===== src/rtl/softramp_pkg.sv =====
package softramp_pkg;

  typedef enum logic [2:0] {
    SQ_OFF      = 3'd0,
    SQ_WAIT_CTL = 3'd1,
    SQ_RISE     = 3'd2,
    SQ_HOLD     = 3'd3,
    SQ_FALL     = 3'd4,
    SQ_THERM    = 3'd5
  } seq_state_e;

  function automatic logic drivers_on(input seq_state_e s);
    return (s == SQ_RISE) || (s == SQ_HOLD) || (s == SQ_FALL);
  endfunction

endpackage


===== src/rtl/softramp_rst_sync.sv =====
module softramp_rst_sync #(
  parameter int STAGES = 2
) (
  input  logic clk,
  input  logic rst_n,
  output logic rst_sync_n
);

  logic [STAGES-1:0] chain_q;

  always_ff @(posedge clk or negedge rst_n) begin
    if (!rst_n) chain_q <= '0;
    else        chain_q <= {chain_q[STAGES-2:0], 1'b1};
  end

  assign rst_sync_n = chain_q[STAGES-1];

endmodule


===== src/rtl/softramp_tick.sv =====
module softramp_tick #(
  parameter int TICK_CYCLES = 50
) (
  input  logic clk,
  input  logic rst_n,
  output logic tick
);

  localparam int TW = (TICK_CYCLES > 1) ? $clog2(TICK_CYCLES) : 1;

  generate
    if (TICK_CYCLES <= 1) begin : g_every
      assign tick = 1'b1;
    end else begin : g_div
      localparam logic [TW-1:0] LAST = TW'(TICK_CYCLES - 1);
      logic [TW-1:0] cnt_q, cnt_d;
      logic          wrap;

      assign wrap = (cnt_q == LAST);

      always_comb begin
        cnt_d = wrap ? '0 : cnt_q + 1'b1;
      end

      always_ff @(posedge clk or negedge rst_n) begin
        if (!rst_n) cnt_q <= '0;
        else        cnt_q <= cnt_d;
      end

      assign tick = wrap;


      tick_period_chk: assert property (@(posedge clk) disable iff (!rst_n)
        tick |=> !tick);
    end
  endgenerate

endmodule


===== src/rtl/softramp_code.sv =====
module softramp_code #(
  parameter int CODE_W     = 13,
  parameter int FULL_SCALE = 7500
) (
  input  logic              clk,
  input  logic              rst_n,
  input  logic              tick_i,
  input  logic              clr_i,
  input  logic              up_i,
  input  logic              dn_i,
  output logic [CODE_W-1:0] code_o,
  output logic              at_zero_o,
  output logic              at_full_o
);

  localparam logic [CODE_W-1:0] FULL_C = CODE_W'(FULL_SCALE);

  logic [CODE_W-1:0] code_q, code_d;
  logic              step_up, step_dn, load;

  assign at_zero_o = (code_q == '0);
  assign at_full_o = (code_q == FULL_C);

  assign step_up = tick_i && up_i && !at_full_o;
  assign step_dn = tick_i && dn_i && !at_zero_o;
  assign load    = clr_i || step_up || step_dn;

  always_comb begin
    code_d = code_q;
    if (clr_i)        code_d = '0;
    else if (step_up) code_d = code_q + 1'b1;
    else if (step_dn) code_d = code_q - 1'b1;
  end

  always_ff @(posedge clk or negedge rst_n) begin
    if (!rst_n)    code_q <= '0;
    else if (load) code_q <= code_d;
  end

  assign code_o = code_q;


  code_bound_chk: assert property (@(posedge clk) disable iff (!rst_n)
    code_q <= FULL_C);


  hold_between_ticks_chk: assert property (@(posedge clk) disable iff (!rst_n)
    (!tick_i && !clr_i) |=> $stable(code_q));


  unit_step_chk: assert property (@(posedge clk) disable iff (!rst_n)
    (code_q != $past(code_q)) |->
      (code_q == '0 || code_q == $past(code_q) + 1'b1 || code_q == $past(code_q) - 1'b1));

endmodule


===== src/rtl/softramp_ctrl.sv =====
module softramp_ctrl
  import softramp_pkg::*;
(
  input  logic clk,
  input  logic rst_n,
  input  logic por_i,
  input  logic en_i,
  input  logic soft_i,
  input  logic ot_i,
  input  logic at_zero_i,
  input  logic at_full_i,
  output logic clr_o,
  output logic up_o,
  output logic dn_o,
  output logic drv_o,
  output logic done_o,
  output logic therm_o
);

  seq_state_e state_q, state_d;
  logic       kill;

  assign kill = !(por_i && en_i);

  always_comb begin
    state_d = state_q;
    if (kill) begin
      state_d = SQ_OFF;
    end else if (ot_i) begin
      state_d = SQ_THERM;
    end else begin
      unique case (state_q)
        SQ_OFF:      state_d = soft_i ? SQ_RISE : SQ_WAIT_CTL;
        SQ_WAIT_CTL: if (soft_i) state_d = SQ_RISE;
        SQ_RISE: begin
          if (!soft_i)        state_d = SQ_FALL;
          else if (at_full_i) state_d = SQ_HOLD;
        end
        SQ_HOLD:     if (!soft_i) state_d = SQ_FALL;
        SQ_FALL: begin
          if (soft_i)         state_d = SQ_RISE;
          else if (at_zero_i) state_d = SQ_OFF;
        end
        SQ_THERM:    state_d = soft_i ? SQ_RISE : SQ_WAIT_CTL;
        default:     state_d = SQ_OFF;
      endcase
    end
  end

  always_ff @(posedge clk or negedge rst_n) begin
    if (!rst_n) state_q <= SQ_OFF;
    else        state_q <= state_d;
  end

  assign drv_o   = drivers_on(state_q);
  assign up_o    = (state_q == SQ_RISE);
  assign dn_o    = (state_q == SQ_FALL);
  assign done_o  = (state_q == SQ_HOLD);
  assign therm_o = (state_q == SQ_THERM);
  assign clr_o   = kill || ot_i || !drv_o;


  hard_off_chk: assert property (@(posedge clk) disable iff (!rst_n)
    kill |=> (!drv_o && !done_o && !therm_o));


  therm_trip_chk: assert property (@(posedge clk) disable iff (!rst_n)
    (ot_i && !kill) |=> (therm_o && !drv_o));


  wait_ctl_chk: assert property (@(posedge clk) disable iff (!rst_n)
    (state_q == SQ_WAIT_CTL && !soft_i) |=> !drv_o);

endmodule


===== src/rtl/softramp_seq.sv =====
module softramp_seq #(
  parameter int CODE_W      = 13,
  parameter int FULL_SCALE  = 7500,
  parameter int TICK_CYCLES = 50
) (
  input  logic              clk,
  input  logic              rst_n,
  input  logic              por_ok,
  input  logic              en,
  input  logic              soft_ctl,
  input  logic              ot_flag,
  output logic [CODE_W-1:0] ramp_code,
  output logic              drv_en,
  output logic              ramp_done,
  output logic              therm_off
);

  localparam logic [CODE_W-1:0] FULL_C = CODE_W'(FULL_SCALE);

  logic rst_s_n, tick, clr, up, dn, at_zero, at_full;

  softramp_rst_sync #(.STAGES(2)) u_rst (
    .clk        (clk),
    .rst_n      (rst_n),
    .rst_sync_n (rst_s_n)
  );

  softramp_tick #(.TICK_CYCLES(TICK_CYCLES)) u_tick (
    .clk   (clk),
    .rst_n (rst_s_n),
    .tick  (tick)
  );

  softramp_ctrl u_ctrl (
    .clk       (clk),
    .rst_n     (rst_s_n),
    .por_i     (por_ok),
    .en_i      (en),
    .soft_i    (soft_ctl),
    .ot_i      (ot_flag),
    .at_zero_i (at_zero),
    .at_full_i (at_full),
    .clr_o     (clr),
    .up_o      (up),
    .dn_o      (dn),
    .drv_o     (drv_en),
    .done_o    (ramp_done),
    .therm_o   (therm_off)
  );

  softramp_code #(.CODE_W(CODE_W), .FULL_SCALE(FULL_SCALE)) u_code (
    .clk       (clk),
    .rst_n     (rst_s_n),
    .tick_i    (tick),
    .clr_i     (clr),
    .up_i      (up),
    .dn_i      (dn),
    .code_o    (ramp_code),
    .at_zero_o (at_zero),
    .at_full_o (at_full)
  );


  done_at_full_chk: assert property (@(posedge clk) disable iff (!rst_s_n)
    ramp_done |-> (ramp_code == FULL_C));


  drv_off_at_zero_chk: assert property (@(posedge clk) disable iff (!rst_s_n)
    $fell(drv_en) |-> (ramp_code == '0));

endmodule


===== config.mk =====
export PLATFORM = sky130hd
export DESIGN_NAME = softramp_seq
export DESIGN_NICKNAME = d
export VERILOG_FILES = /design/src/rtl/softramp_pkg.sv /design/src/rtl/softramp_rst_sync.sv /design/src/rtl/softramp_tick.sv /design/src/rtl/softramp_code.sv /design/src/rtl/softramp_ctrl.sv /design/src/rtl/softramp_seq.sv
export SDC_FILE = /design/constraint.sdc
export NUM_CORES = 1
export LEC_CHECK = 0
export BUFFER_PORTS_ARGS = -buffer_cell sky130_fd_sc_hd__buf_2
export CORE_ASPECT_RATIO = 2
export CORE_MARGIN = 2
export CORE_UTILIZATION = 44
export CTS_BUF_LIST = sky130_fd_sc_hd__clkbuf_16
export DETAILED_ROUTE_END_ITERATION = 7
export GPL_ROUTABILITY_DRIVEN = 0
export PLACE_DENSITY_LB_ADDON = 0.05
export SETUP_SLACK_MARGIN = 0.05
export SLEW_MARGIN = 20
export SYNTH_ARGS = -nofsm -noshare
export SYNTH_HDL_FRONTEND = slang
export SYNTH_HIERARCHICAL = 1
export SYNTH_SLANG_ARGS = --single-unit
export TNS_END_PERCENT = 1

===== constraint.sdc =====
create_clock -name clk -period 2.35 [get_ports clk]
set_clock_uncertainty 0.05 [all_clocks]
set_input_delay 0.235 -clock clk [delete_from_list [all_inputs] [get_ports clk]]
set_output_delay 0.235 -clock clk [all_outputs]
set_load 0.05 [all_outputs]

==> impl_results.md <==
* Status: finished, violations left
* Failing checks: negative setup slack
* Synthesized instance count at 187
* CTS tree: yes
* Die H at between 90 and 100 µm
* Worst-path cell chain: or4_4, or4_4, nand3_4, buf_4, ha_1, a21o_1, a31o_4, o211ai_1, nand2_1, xnor2_1, o22ai_1
* Worst path max stage delay at between 0.5 and 0.6 ns
* Post-route clock period utilization at 1.39
* Initial core utilization at 0.452
* Wirelength per Cell at about 15 µm
* Worst-path clk slew at roughly 0.060 ns
* IO Pins at 22
* Clk sinks at 24
* CP most frequent cell: or4_4
* Area grow syn2layout at 45.5%
* Residual DRC at 0
* Fin crit period at ~3.3 ns
* Worst Setup Start Kind: flip-flop
* Port-buffer cells at 21
* Register area share after synthesis at 0.349
* Vias in the first global route at 1695
* Number of flops mapped to enable cells by yosys at 0
* Post-synth cell types at 51
* Die width at 48.2 µm
* Hpwl dp at just under 4000 µm
* Data required, critical path at about 2.5 ns
* Placed inst area at ~2300 µm²
* Syn Nets at 208
* RSZ-0062 raised after global routing: yes
* P_leak at 1.23 nW
* Worst skew pair latency at approximately 0.26 ns
* Post-DRT Antenna Nets at 0
* Slowest CP cell: or4_4
* Die footprint at 4460 µm²
* Final wirelength at about 4800 µm
* Std-Cell Rows at 32
* Max VDD drop at 286 µV
* Syn Area/Cell at 9.20 µm²
* DR vias at around 1700
* First-pass GRT wire length at approximately 7500 µm
* Largest net degree at the start of global routing at 23
* H-tree levels at 1
* Total Routing Usage GR at 0.229
* Min-Delay Path Class: input port to flip-flop
* Initial antenna violation count at 0
* Setup CP Type: flip-flop to flip-flop
* Slew margin rel. at 0.395
* # diodes at 0
* Share of cells above drive strength 1 at 0.410
* Final Setup Violations at 13
* Worst Path Max Fanout at 4
* Initial DRC Count at 22
* #FFs+latches synth at 24
* Post-synth top flop: dfrtp_1
* PD cells at roughly 380 nW/µm²
* Final core utilization at 0.658
* Final Max Slew Viols at 0
* CTS root buffer: clkbuf_16
* Seq. cell area at ~600 µm²
* CTS max path bufs at 2
* FILL cells at 348
* Fin. Hold Viols at 0
* Average vias per placed instance at roughly 5.4
* Worst Path Buf+Inv at 1
* Total gr overflow at 0
* CTS Buf Count at 3
* Post-synth ARST share at 1.00
* CP top delay family: simple AND/OR/NAND/NOR gates
* Cell area after synthesis at roughly 1700 µm²
* Critical path arrival at 3.38 ns
* Final WS setup at -0.922 ns
* Max Fclk at approximately 0.31 GHz
* Max cap viols at 0
* Crit. End Element: flip-flop
* Worst Tran Pin Value at roughly 0.91 ns
* Final Cell Area at between 2000 and 3000 µm²
* Layout Nets at around 290
* Drt first pass iters at 4
* Multi-input combinational cell area at ~1100 µm²
* Warnings, synthesis at 6
* Core Area at between 3000 and 4000 µm²
final timing paths:
path | startpoint | endpoint | depth (start not counted) | slack [ns]
worst max-delay path | u_code/code_o[7] | u_code/code_o[7] | 11 | -0.92
worst min-delay path | en | u_ctrl/state_q[2] | 3 | 0.22
worst max register to register | u_code/code_o[7] | u_code/code_o[7] | 11 | -0.92
worst min register to register | u_rst/chain_q[0] | u_rst/chain_q[1] | 0 | 0.31
max in group asynchronous | u_rst/chain_q[1] | u_code/code_o[4] | 0 | 1.30
min in group asynchronous | rst_n | u_rst/chain_q[1] | 2 | 0.23
kinds of logic after synthesis:
family / after synthesis / synth area share
AO/OA/AOI/OAI: 37 / 0.157
XOR/XNOR: 14 / 0.0713
adder cells (fa/ha/maj): 15 / 0.113
buffers and inverters: 13 / 0.0335
flip-flops: 24 / 0.349
multiplexers: 5 / 0.0291
other: 1 / 0.00218
AND/OR/NAND/NOR: 78 / 0.244
per-layer routing:
layer,wire length (µm),global-route usage,share of wire
met3,75,0.0136,0.016
met1,1730,0.233,0.36
met4,92,0.0833,0.019
met5,0,0,0
met2,2920,0.434,0.61
per-stage QoR:
stage	hold WS [ns]	power, mW	setup WS (ns)	TNS [ns]	cells
after floorplan	-0.111	0.451	-1.11	-8.96	187
after detailed placement	-0.0293	0.471	-0.991	-8.48	308
after global placement	-0.0307	0.468	-0.942	-7.80	308
after global routing	0.235	0.976	-1.02	-9.56	317
after CTS	0.221	0.956	-0.969	-8.36	316
final	0.218	0.950	-0.922	-8.16	317
worst register-to-register path, cell delays in order (launching register included):
cell      delay [ns]
dfrtp_2         0.40
or4_4           0.54
or4_4           0.57
nand3_4         0.10
buf_4           0.13
ha_1            0.23
a21o_1          0.19
a31o_4          0.22
o211ai_1        0.24
nand2_1         0.10
xnor2_1         0.15
o22ai_1         0.24
registers in the layout, summed over array words and instances, names as in the netlist:
register and count:
u_tick/g_div.cnt_q 6, u_ctrl/state_q 3, u_code/code_o 13, u_rst/chain_q 2
report_power, final:
part | switching [mW] | internal, mW
logic | 0.0224 | 0.0170
clock network | 0.147 | 0.339
registers | 0.00856 | 0.417
total | 0.178 | 0.772
layout make-up:
cell class / instances / share of cell area
inverter: 9 / 0.0135
clock inverter: 1 / 0.0120
sequential: 24 / 0.242
clock buffer: 3 / 0.0300
timing repair buffer: 79 / 0.223
tap: 51 / 0.0255
multi-input combinational: 150 / 0.454
repair_timing:
action,4_1_cts,5_1_grt
pin swaps,9,9
gates cloned,0,0
setup endpoints to repair,14,14
gates resized for setup,8,8
buffers inserted,3,1
hold buffers,1,0
hold endpoints to repair,2,0
Yosys cell counts, drive strengths merged, types with 2 or more instances:
master	number	area share
a211oi	5	0.022
a21o	2	0.0087
a21oi	7	0.020
a311o	2	0.012
a31oi	3	0.011
clkbuf	3	0.0073
dfrtp	24	0.35
ha	14	0.10
inv	9	0.020
mux2i	5	0.029
nand2	13	0.028
nand2b	6	0.022
nand3	7	0.026
nand4	2	0.0073
nor2	28	0.061
nor2b	4	0.015
nor3	3	0.0087
o211ai	2	0.0087
o21ai	5	0.017
o22ai	2	0.0073
or3	2	0.0073
or4	4	0.022
xnor2	9	0.046
xor2	5	0.025
cell usage in the layout (no fill, tap or decap), drive strengths merged, types with 2 or more instances in the layout:
cell,count
xor2,5
nor2b,4
nand4,2
inv,9
nor2,28
dfrtp,24
a21oi,7
a211oi,5
nor3,3
or3,2
o22ai,2
buf,78
a311o,2
nand3,7
nand2b,6
o211ai,2
or4,4
a31oi,3
clkbuf,3
ha,14
mux2i,5
nand2,13
o21ai,5
xnor2,9
a21o,2
Note: power is estimated with default switching activity, not from simulation.
